<file path="src/rtl/rc_pkg.sv">
package rc_pkg;
  localparam int unsigned DATA_W = 32;
  localparam int unsigned EVT_W  = 4;

  typedef enum logic [1:0] {
    ST_IDLE = 2'd0,
    ST_WAIT = 2'd1,
    ST_ACK  = 2'd2,
    ST_DONE = 2'd3
  } rc_state_e;
endpackage

</file>
<file path="src/rtl/rc_sync.sv">
module rc_sync #(
  parameter int unsigned WIDTH  = 3,
  parameter int unsigned STAGES = 2
) (
  input  logic             clk,
  input  logic             rst_n,
  input  logic [WIDTH-1:0] async_i,
  output logic [WIDTH-1:0] sync_o
);
  logic [WIDTH-1:0] stg [STAGES];

  always_ff @(posedge clk) begin
    if (!rst_n) stg[0] <= '0;
    else        stg[0] <= async_i;
  end

  for (genvar s = 1; s < STAGES; s++) begin : g_stage
    always_ff @(posedge clk) begin
      if (!rst_n) stg[s] <= '0;
      else        stg[s] <= stg[s-1];
    end
  end

  assign sync_o = stg[STAGES-1];
endmodule

</file>
<file path="src/rtl/rc_fsm.sv">
module rc_fsm
  import rc_pkg::*;
(
  input  logic clk,
  input  logic rst_n,
  input  logic start_s,
  input  logic ready_s,
  input  logic end_s,
  input  logic wr_ready_i,
  output logic wr_valid_o,
  output logic read_en_o,
  output logic ack_o,
  output logic done_o
);
  rc_state_e state_q, state_d;
  logic      start_q;
  logic      launch;

  always_ff @(posedge clk) begin
    if (!rst_n) start_q <= 1'b0;
    else        start_q <= start_s;
  end

  assign launch = start_s && !start_q;

  always_comb begin
    state_d = state_q;
    case (state_q)
      ST_IDLE: if (launch) state_d = ST_WAIT;
      ST_WAIT: begin
        if (end_s)                        state_d = ST_DONE;
        else if (ready_s && wr_ready_i)   state_d = ST_ACK;
      end
      ST_ACK:  if (!ready_s) state_d = ST_WAIT;
      ST_DONE: state_d = ST_IDLE;
      default: state_d = ST_IDLE;
    endcase
  end

  always_ff @(posedge clk) begin
    if (!rst_n) state_q <= ST_IDLE;
    else        state_q <= state_d;
  end

  assign read_en_o  = (state_q == ST_WAIT) || (state_q == ST_ACK);
  assign ack_o      = (state_q == ST_ACK);
  assign done_o     = (state_q == ST_DONE);
  assign wr_valid_o = (state_q == ST_WAIT) && ready_s && !end_s;

  AST_ACK_AFTER_WRITE: assert property (@(posedge clk) disable iff (!rst_n)
    $rose(ack_o) |-> $past(wr_valid_o && wr_ready_i));
  AST_ACK_HOLD: assert property (@(posedge clk) disable iff (!rst_n)
    ack_o && ready_s |=> ack_o);
  AST_FULL_NO_ACK: assert property (@(posedge clk) disable iff (!rst_n)
    wr_valid_o && !wr_ready_i |=> !ack_o && wr_valid_o);
  AST_DONE_SINGLE: assert property (@(posedge clk) disable iff (!rst_n)
    done_o |=> !done_o);
  AST_DONE_RE_LOW: assert property (@(posedge clk) disable iff (!rst_n)
    done_o |=> !read_en_o);
  AST_LAUNCH_REQ: assert property (@(posedge clk) disable iff (!rst_n)
    $rose(read_en_o) |-> start_s);
endmodule

</file>
<file path="src/rtl/rc_evt_cnt.sv">
module rc_evt_cnt #(
  parameter int unsigned WIDTH = 4
) (
  input  logic             clk,
  input  logic             rst_n,
  input  logic             step_i,
  output logic [WIDTH-1:0] count_o
);
  always_ff @(posedge clk) begin
    if (!rst_n)      count_o <= '0;
    else if (step_i) count_o <= count_o + 1'b1;
  end
endmodule

</file>
<file path="src/rtl/readout_collector.sv">
module readout_collector
  import rc_pkg::*;
#(
  parameter int unsigned DW          = DATA_W,
  parameter int unsigned EW          = EVT_W,
  parameter int unsigned SYNC_STAGES = 2
) (
  input  logic          clk,
  input  logic          rst_n,
  input  logic          fe_start_i,
  input  logic          fe_ready_i,
  input  logic          fe_end_i,
  input  logic [DW-1:0] fe_data_i,
  output logic          fe_read_en_o,
  output logic          fe_ack_o,
  output logic          fe_done_o,
  output logic [EW-1:0] evt_num_o,
  output logic          wr_valid_o,
  input  logic          wr_ready_i,
  output logic [DW-1:0] wr_data_o
);
  localparam int unsigned NCTL = 3;

  logic [NCTL-1:0] ctl_s;
  logic            done;

  rc_sync #(.WIDTH(NCTL), .STAGES(SYNC_STAGES)) u_sync (
    .clk     (clk),
    .rst_n   (rst_n),
    .async_i ({fe_end_i, fe_ready_i, fe_start_i}),
    .sync_o  (ctl_s)
  );

  rc_fsm u_fsm (
    .clk        (clk),
    .rst_n      (rst_n),
    .start_s    (ctl_s[0]),
    .ready_s    (ctl_s[1]),
    .end_s      (ctl_s[2]),
    .wr_ready_i (wr_ready_i),
    .wr_valid_o (wr_valid_o),
    .read_en_o  (fe_read_en_o),
    .ack_o      (fe_ack_o),
    .done_o     (done)
  );

  rc_evt_cnt #(.WIDTH(EW)) u_evt (
    .clk     (clk),
    .rst_n   (rst_n),
    .step_i  (done),
    .count_o (evt_num_o)
  );

  assign fe_done_o = done;
  assign wr_data_o = fe_data_i;

  AST_EVT_STEP: assert property (@(posedge clk) disable iff (!rst_n)
    fe_done_o |=> evt_num_o == $past(evt_num_o) + 1'b1);
  AST_EVT_STABLE: assert property (@(posedge clk) disable iff (!rst_n)
    !fe_done_o |=> $stable(evt_num_o));
endmodule

</file>
<file path="config.mk">
export PLATFORM = sky130hd
export DESIGN_NAME = readout_collector
export DESIGN_NICKNAME = d
export VERILOG_FILES = /design/src/rtl/rc_pkg.sv /design/src/rtl/rc_sync.sv /design/src/rtl/rc_fsm.sv /design/src/rtl/rc_evt_cnt.sv /design/src/rtl/readout_collector.sv
export SDC_FILE = /design/constraint.sdc
export NUM_CORES = 1
export LEC_CHECK = 0
export BUFFER_PORTS_ARGS = -buffer_cell sky130_fd_sc_hd__buf_2
export CAP_MARGIN = 30
export CORE_MARGIN = 2
export CORE_UTILIZATION = 35
export DETAILED_ROUTE_END_ITERATION = 12
export PLACE_DENSITY_LB_ADDON = 0.08
export SYNTH_ARGS = -nofsm -noshare
export SYNTH_HDL_FRONTEND = slang
export SYNTH_HIERARCHICAL = 1
export SYNTH_SLANG_ARGS = --single-unit
</file>
<file path="constraint.sdc">
create_clock -name clk -period 2.1 [get_ports clk]
set_clock_uncertainty 0.1 [all_clocks]
set_input_delay 0.42 -clock clk [delete_from_list [all_inputs] [get_ports clk]]
set_output_delay 0.42 -clock clk [all_outputs]
set_load 0.05 [all_outputs]
</file>
==> flow_summary.yaml, run 1 <==
outcome:
  outcome: "finished clean"
placed_design:
  port_buffers: 13
  routabilityCongestion: 0.760
  dp_hpwl_um: 925
  post-place-cells: 91
pwr:
  p_comb_share_pct: 31.1
  p_sw_share_pct: 35.4
  p_per_area_nw_per_um2: 945
  p_seq_share_pct: 44.8
  intPower_mw: 0.406
  p_total_mw: 0.628
  total_leakage_power_nw: 0.322
  ir_drop_mv: 0.339
  p_sw_mw: 0.222
  clkPwrFrac_pct: 24.1
floorplanning:
  initial_core_util_pct: 36.2
  core_um2: 2150
  fp.dieW_um: 51.1
  dieArea_um2: 2610
  fp.dieH_um: 51.1
  row_count: 17
  io_pins: 78
layout:
  syn2layout_area_growth_pct: -14.5
  fin_cells: 95
  num_antenna_cells: 0
  final_util_pct: 30.9
  drive_gt1_share_pct: 26.9
  nFillCells: 238
  nNetsFinal: 111
worst_hold_path:
  hold_class: "in2reg"
global_routing:
  grt_pass1_vias: 403
  grt_pass1_wl_mm: 1.81
  antenna_found_initial: 0
  gr-total-overflow: 0
  grt.total_usage_pct: 9.96
  grt_max_degree: 17
sta:
  setup_violations: 0
  period_share_pct: 92.2
  hold_viol_final: 0
  worst_pin_slew_ps: 519
  relSlewSlack_pct: 65.4
  max_freq_mhz: 517
  rsz0062_at_grt: "no"
  slew_violations: 0
  finalSetupTns_ps: 0
  period_needed_ps: 1940
worst_setup_path:
  slowest_stage: "dfxtp_1"
  worstPathCellList: "inv_1 > ha_1 > nor2b_1 > and2_1 > buf_2"
  startpoint: "u_fsm/state_q[1]"
  worst-endpoint-required_ps: 1580
  worst-r2r-cell-count: 5
  path_max_fanout: 4
  end_kind: "output port"
  crit_path_end: "wr_valid_o"
  start_kind: "flop"
  worstPathArrival_ps: 1420
  crit_buf_inv: 2
  r2r-start: "u_fsm/state_q[1]"
  cp.depth: 5
  crit_family: "flip-flops"
  critical_path_class: "reg2out"
  slowest_delay_ps: 340
  r2r_end: "u_fsm/state_q[0]"
  rrSetupSlack_ps: 450
cts:
  cts_resized: 0
  cts.sink_count: 13
  clk_latency_ps: 270
  holdBufCountCts: 0
  cts_tree: "done"
  cts.reportedPaths.clkPinSlew_ps: 90
  htree_levels: 1
  clockBufferDepth: 2
  cts_buffers: 3
  cts_setup_buffers: 0
  root_buffer: "clkbuf_4"
synth:
  netlist_top_cells_area: "dfxtp_1 33%, buf_4 31%, ha_1 8.1%"
  synth.top_cell.area_share_pct: 33.5
  syn-cell-area_um2: 777
  synth_nets: 125
  synth_fa_ha_area_share_pct: 8.05
  ys_ff_latch: 13
  yosysWarnings: 6
  yosys.area.top_type: "dfxtp_1"
  syn_inst: 82
  ys_types: 17
  synth_top_family_by_area: "buffers and inverters"
  muxShareOfSynthArea_pct: 5.15
  synthXorXnorAreaFrac_pct: 1.13
  synth_compound_area_share_pct: 3.22
  synthSimpleGateAreaFrac_pct: 17.1
  ys_seq_area_share_pct: 33.5
  syn_avg_cell_area_um2: 9.48
detailed_routing:
  drtIter0Drc: 6
  drc: 0
  totalWireLength_mm: 1.20
  vias_per_cell: 4.44
  wl_per_cell_um: 12.6
  detail-route-antenna-nets: 0
  num_vias: 422
  dr.pass1.iters: 4
flow_run:
  cap_violations: 0
## kinds of logic (layout without fill, tap and decap cells)
group | Yosys count | in the layout
multiplexers | 4 | 4
buffers and inverters | 34 | 19
AO/OA/AOI/OAI | 3 | 3
AND/OR/NAND/NOR | 22 | 22
flip-flops | 13 | 13
XOR/XNOR | 1 | 1
adder cells (fa/ha/maj) | 5 | 5
## layout by cell type, fill, tap and decap left out, types with 2 or more instances in the layout
master,netlist,layout
dfxtp_1,13,13
mux2i_1,4,4
buf_2,0,13
and2_1,9,9
ha_1,5,5
nor2b_1,2,2
or2b_1,2,2
inv_1,2,2
clkbuf_4,0,3
nand2_1,5,5
## cell usage after synthesis
| cell type | n |
|---|---|
| a21boi_0 | 1 |
| a222oi_1 | 1 |
| and2_1 | 9 |
| and3b_2 | 1 |
| buf_4 | 32 |
| dfxtp_1 | 13 |
| ha_1 | 5 |
| inv_1 | 2 |
| mux2i_1 | 4 |
| nand2_1 | 5 |
| nand2b_1 | 1 |
| nand3b_1 | 1 |
| nand4_1 | 1 |
| nor2b_1 | 2 |
| o21a_1 | 1 |
| or2b_1 | 2 |
| xor2_1 | 1 |
## per-layer routing
metal / routed length (um) / up-vias / track usage [%] / share of wire (%)
met4: 54 / 0 / 8.11 / 4.5
met2: 572 / 32 / 15.4 / 48
met5: 0 / - / 0 / 0
met1: 416 / 180 / 9.14 / 35
li1: - / 200 / - / -
met3: 154 / 10 / 6.43 / 13
## sequential cells by signal, indices dropped and copies added (netlist names)
register       cells
u_sync/stg         6
u_fsm/state_q      2
u_fsm/start_q      1
u_evt/count_o      4
## worst reg2reg max path: stages, from the launching register on
cell and delay, ps:
dfxtp_1 370, inv_1 70, ha_1 200, nor2b_1 150, a222oi_1 470, mux2i_1 230
## per-stage QoR
| step | hold WS [ps] | area [um^2] | setup WS (ps) |
|---|---|---|---|
| detailed placement | 314 | 637 | 442 |
| CTS | 229 | 664 | 135 |
| finish | 244 | 664 | 164 |
| global route | 236 | 664 | 44.0 |
| floorplan | 306 | 777 | 379 |
| global placement | 308 | 637 | 434 |
## cell type report
cell class / instances / area (um^2) / area share, %
Sequential cell: 13 / 260 / 39.2
Inverter: 2 / 7.51 / 1.13
Timing Repair Buffer: 13 / 65.1 / 9.79
Clock inverter: 1 / 5.00 / 0.753
Multi-Input combinational cell: 35 / 269 / 40.5
Clock buffer: 3 / 22.5 / 3.39
Tap cell: 28 / 35.0 / 5.27
## power by group through the flow
stage	logic (mW)	registers, mW	clock network, mW
after detailed placement	0.197	0.288	0
after floorplan	0.323	0.287	0
after CTS	0.198	0.282	0.163
final	0.195	0.281	0.151
after global routing	0.212	0.284	0.174
after global placement	0.201	0.287	0
## worst min-delay path by stage
| stage | from | to | slack, ps | cells past startpoint |
|---|---|---|---|---|
| global route | fe_ready_i | u_sync/stg[0][1] | 240 | 2 |
| CTS | fe_end_i | u_sync/stg[0][2] | 230 | 2 |
| floorplan | u_sync/stg[0][1] | u_sync/stg[1][1] | 310 | 1 |
| global placement | u_sync/stg[0][1] | u_sync/stg[1][1] | 310 | 1 |
| finish | fe_end_i | u_sync/stg[0][2] | 240 | 2 |
| detailed placement | u_sync/stg[0][1] | u_sync/stg[1][1] | 310 | 1 |
No activity file was read; power rests on OpenSTA's default activity.
==> run 2, diff against run 1 <==
--- a/config.mk
+++ b/config.mk
@@ -12,4 +12,5 @@
 export DETAILED_ROUTE_END_ITERATION = 12
 export PLACE_DENSITY_LB_ADDON = 0.08
+export RECOVER_POWER = 50
 export SYNTH_ARGS = -nofsm -noshare
 export SYNTH_HDL_FRONTEND = slang
==> constraint.sdc (replaced) <==
create_clock -name clk -period 2.1 [get_ports clk]
set_clock_uncertainty 0.1 [all_clocks]
set_input_delay 0.42 -clock clk [delete_from_list [all_inputs] [get_ports clk]]
set_output_delay 0.42 -clock clk [all_outputs]
set_load 0.1 [all_outputs]
==> run 2 against run 1 <==
Non-clock buffer count is the same. Clock power is essentially flat. Wire length shrank 2.0%. Die area is the same. Sequential power is essentially flat. Setup slack lost 49 ps. Largest power group unchanged. Highest routed layer unchanged.
==> flow_summary.yaml, run 2 (synthesis results as in run 1) <==
outcome:
  outcome: "finished clean"
detailed_routing:
  wl_per_cell_um: 12.3
  dr.pass1.iters: 5
  drtIter0Drc: 4
  totalWireLength_mm: 1.17
  vias_per_cell: 4.38
  detail-route-antenna-nets: 0
  num_vias: 416
  drc: 0
sta:
  rsz0062_at_grt: "no"
  period_needed_ps: 1990
  slew_violations: 0
  hold_viol_final: 0
  period_share_pct: 94.5
  relSlewSlack_pct: 62.6
  max_freq_mhz: 504
  setup_violations: 0
  holdWs_ps: 257
  finalSetupTns_ps: 0
  setup_ws_ps: 115
  worst_pin_slew_ps: 561
placed_design:
  dpl_worst_slack_ps: 395
  routabilityCongestion: 0.682
  port_buffers: 13
  dp_hpwl_um: 938
cts:
  holdBufCountCts: 0
  cts_setup_buffers: 0
  cts_buffers: 3
  clk_latency_ps: 260
  cts.sink_count: 13
  cts_resized: 0
  htree_levels: 1
  cts.reportedPaths.clkPinSlew_ps: 80
  clockBufferDepth: 2
  cts_tree: "done"
  root_buffer: "clkbuf_4"
floorplanning:
  fp.dieW_um: 51.1
  fp.dieH_um: 51.1
  row_count: 17
  dieArea_um2: 2610
  core_um2: 2150
  initial_core_util_pct: 36.2
  io_pins: 78
worst_setup_path:
  critical_path_class: "reg2out"
  start_kind: "flop"
  r2r-start: "u_fsm/state_q[1]"
  end_kind: "output port"
  rrSetupSlack_ps: 430
  worst-r2r-cell-count: 5
  slowest_delay_ps: 480
  slowest_stage: "buf_2"
  worstPathArrival_ps: 1470
  worstPathCellList: "ha_1 > buf_2"
  crit_family: "buffers and inverters"
  path_max_fanout: 7
  crit_buf_inv: 1
  worst-endpoint-required_ps: 1580
  r2r_end: "u_fsm/state_q[0]"
layout:
  syn2layout_area_growth_pct: -12.9
  top_register: "u_sync/stg"
  drive_gt1_share_pct: 23.9
  top_regs: "u_sync/stg (6), u_evt/count_o (4), u_fsm/state_q (2)"
  num_antenna_cells: 0
  layout_commonest_cell: "dfxtp_1"
  nFillCells: 237
  nNetsFinal: 111
  largest_reg_flops: 6
  layout_common_cells: "13 x dfxtp_1, 11 x buf_2, 8 x and2_1"
pwr:
  ir_drop_mv: 0.391
  total_leakage_power_nw: 0.319
  p_per_area_nw_per_um2: 1030
  p_total_mw: 0.699
flow_run:
  cap_violations: 0
worst_hold_path:
  hold_end: "u_sync/stg[0][2]"
  hold_class: "in2reg"
  hold-path-cell-count: 2
  min-delay-start: "fe_end_i"
global_routing:
  grt_pass1_vias: 396
  gr-total-overflow: 0
  grt_pass1_wl_mm: 1.75
  antenna_found_initial: 0
  grt.total_usage_pct: 9.25
  grt_max_degree: 17
[run 2: changes by cell type in the layout (fill, tap and decap cells not counted), sizes merged]
cell    change
clkinv      -1
buf         -1
clkbuf      +2
[run 2: stage by stage]
stage          instances  instance area [um^2]  util [%]
3_5_place_dp          91                   652      30.3
5_1_grt               95                   677      31.5
2_1_floorplan         82                   777         -
3_3_place_gp          91                   652      30.3
6_report              95                   677      31.5
4_1_cts               95                   678      31.6
[run 2: power breakdown]
group	leakage [nW]	switching, mW	internal, mW	total (mW)
logic	0.197	0.197	0.0713	0.269
clock network	0.0150	0.0748	0.0734	0.148
registers	0.106	0.0155	0.266	0.282
total	0.319	0.288	0.411	0.699
[run 2: per-layer routing]
metal	part of all wire, %	GRT usage [%]
met5	0	0
met4	4.3	8.11
met3	13	3.80
met2	46	14.5
met1	37	9.39
[run 2: how the worst max path moves through the flow]
| stage | cells after the start | from | slack (ps) | endpoint |
|---|---|---|---|---|
| after floorplan | 4 | u_fsm/state_q[1] | 110 | wr_valid_o |
| after global placement | 2 | u_fsm/state_q[0] | 380 | fe_done_o |
| after detailed placement | 2 | u_fsm/state_q[0] | 400 | fe_done_o |
| after CTS | 2 | u_fsm/state_q[0] | 90 | fe_done_o |
| after global routing | 2 | u_fsm/state_q[0] | 20 | fe_done_o |
| final | 2 | u_fsm/state_q[0] | 110 | fe_done_o |
[run 2: layout make-up]
type / count / area [um^2] / share of cell area, %
timing repair buffer: 13 / 78.8 / 11.6
sequential: 13 / 260 / 38.4
inverter: 2 / 7.51 / 1.11
clock buffer: 4 / 26.3 / 3.88
tap: 28 / 35.0 / 5.18
multi-input combinational: 35 / 269 / 39.7
==> run 3, diff against run 2 <==
--- a/config.mk
+++ b/config.mk
@@ -6,4 +6,5 @@
 export NUM_CORES = 1
 export LEC_CHECK = 0
+export ABC_AREA = 0
 export BUFFER_PORTS_ARGS = -buffer_cell sky130_fd_sc_hd__buf_2
 export CAP_MARGIN = 30
@@ -13,4 +14,5 @@
 export PLACE_DENSITY_LB_ADDON = 0.08
 export RECOVER_POWER = 50
+export SKIP_LAST_GASP = 1
 export SYNTH_ARGS = -nofsm -noshare
 export SYNTH_HDL_FRONTEND = slang
==> constraint.sdc (replaced) <==
create_clock -name clk -period 2.1 [get_ports clk]
set_clock_uncertainty 0.1 [all_clocks]
set_input_delay 0.105 -clock clk [delete_from_list [all_inputs] [get_ports clk]]
set_output_delay 0.105 -clock clk [all_outputs]
set_load 0.1 [all_outputs]
==> run 3 against run 2 <==
Sequential cell count did not move. Global-route usage rose by 1.8 points. Count of clock-buffer cells in the layout did not move. Cell area rose by 2.4%. Register-to-register slack barely moved. Non-clock buffer count rose by 3. Utilization rose by 0.76 points. Largest cell class unchanged. Largest power group unchanged.
==> flow_summary.yaml, run 3 (synthesis results as in run 1) <==
sta:
  slew_violations: 0
  setup_violations: 0
  period_needed_ps: 1850
  rsz0062_at_grt: "no"
  period_share_pct: 88.1
  relSlewSlack_pct: 67.6
  max_freq_mhz: 540
  hold_viol_final: 0
  worst_pin_slew_ps: 490
  finalSetupTns_ps: 0
layout:
  stdcell_area_um2: 693
  top_register: "u_sync/stg"
  nNetsFinal: 114
  layout_common_cells: "13 x buf_2, 13 x dfxtp_1, 9 x and2_1"
  drive_gt1_share_pct: 24.3
  syn2layout_area_growth_pct: -10.8
  final_util_pct: 32.3
  largest_reg_flops: 6
  num_antenna_cells: 0
  nFillCells: 245
  top_regs: "u_sync/stg (6), u_evt/count_o (4), u_fsm/state_q (2)"
placed_design:
  routabilityCongestion: 0.651
  port_buffers: 13
  post_dp_cell_area_um2: 637
  dp_hpwl_um: 952
detailed_routing:
  drtIter0Drc: 6
  num_vias: 428
  dr.pass1.iters: 4
  vias_per_cell: 4.37
  wl_per_cell_um: 13.0
  drc: 0
  detail-route-antenna-nets: 0
  totalWireLength_mm: 1.27
cts:
  clockBufferDepth: 2
  cts.sink_count: 13
  cts.reportedPaths.clkPinSlew_ps: 80
  cts_tree: "done"
  htree_levels: 1
  cts_buffers: 3
  root_buffer: "clkbuf_4"
  clk_latency_ps: 270
worst_setup_path:
  worst-endpoint-required_ps: 1890
  path_max_fanout: 4
  start_kind: "flop"
  critical_path_class: "reg2out"
  r2r-start: "u_fsm/state_q[1]"
  end_kind: "output port"
  worstPathArrival_ps: 1650
  startpoint: "u_fsm/state_q[0]"
floorplanning:
  dieArea_um2: 2610
  fp.dieH_um: 51.1
  core_um2: 2150
  fp.dieW_um: 51.1
  io_pins: 78
  row_count: 17
  initial_core_util_pct: 36.2
pwr:
  p_per_area_nw_per_um2: 1020
  total_leakage_power_nw: 0.332
  ir_drop_mv: 0.333
global_routing:
  gr-total-overflow: 0
  grt_pass1_vias: 428
  grt_pass1_wl_mm: 1.96
  antenna_found_initial: 0
  grt.total_usage_pct: 11.0
  grt_max_degree: 17
flow_run:
  cap_violations: 0
worst_hold_path:
  min-delay-start: "rst_n"
  hold_class: "in2reg"
outcome:
  outcome: "finished clean"
-- run 3: area by class of cell --
type	instances	area [um^2]	area share [%]
clock buffers	4	26.3	3.79
inverters	2	7.51	1.08
multi-input cells	35	269	38.8
flip-flops and latches	13	260	37.5
well taps	28	35.0	5.05
repair buffers	16	95.1	13.7
-- run 3: worst paths after layout --
path                       to  slack [ps]  cells past startpoint
min          u_evt/count_o[2]          90                      2
max reg2reg  u_fsm/state_q[1]         430                      5
max                wr_valid_o         250                      4
min reg2reg  u_sync/stg[1][0]         340                      1
-- run 3: through the flow --
stage | hold WS, ps | cells | setup slack [ps] | power [mW]
global placement | 111 | 91 | 472 | 0.558
floorplan | 122 | 82 | 142 | 0.806
finish | 89.5 | 98 | 249 | 0.706
global route | 110 | 98 | 141 | 0.748
CTS | 91.5 | 98 | 230 | 0.720
detailed placement | 111 | 91 | 431 | 0.559
-- run 3: where the power goes --
group	internal [mW]	switching (mW)	total, mW
registers	0.266	0.0169	0.283
logic	0.0726	0.198	0.271
clock network	0.0735	0.0791	0.153
total	0.412	0.294	0.706
-- run 3: critical path, stage by stage, from the launching register on --
cell,delay (ps)
dfxtp_1,400
ha_1,210
nor2b_1,200
and2_1,150
buf_2,420
-- run 3: what timing repair did --
item                                   4_1_cts  5_1_grt
setup buffers                                0        0
hold buffers                                 3        0
gates resized for setup                      0        0
endpoints found under the hold margin        3        0
-- run 3: layer usage --
| metal | wire, um | part of all wire [%] | global-route usage [%] | vias up |
|---|---|---|---|---|
| met3 | 150 | 12 | 4.68 | 10 |
| met5 | 0 | 0 | 0 | - |
| met1 | 515 | 41 | 11.3 | 181 |
| met4 | 54 | 4.2 | 12.2 | 0 |
| li1 | - | - | - | 205 |
| met2 | 550 | 43 | 15.8 | 32 |
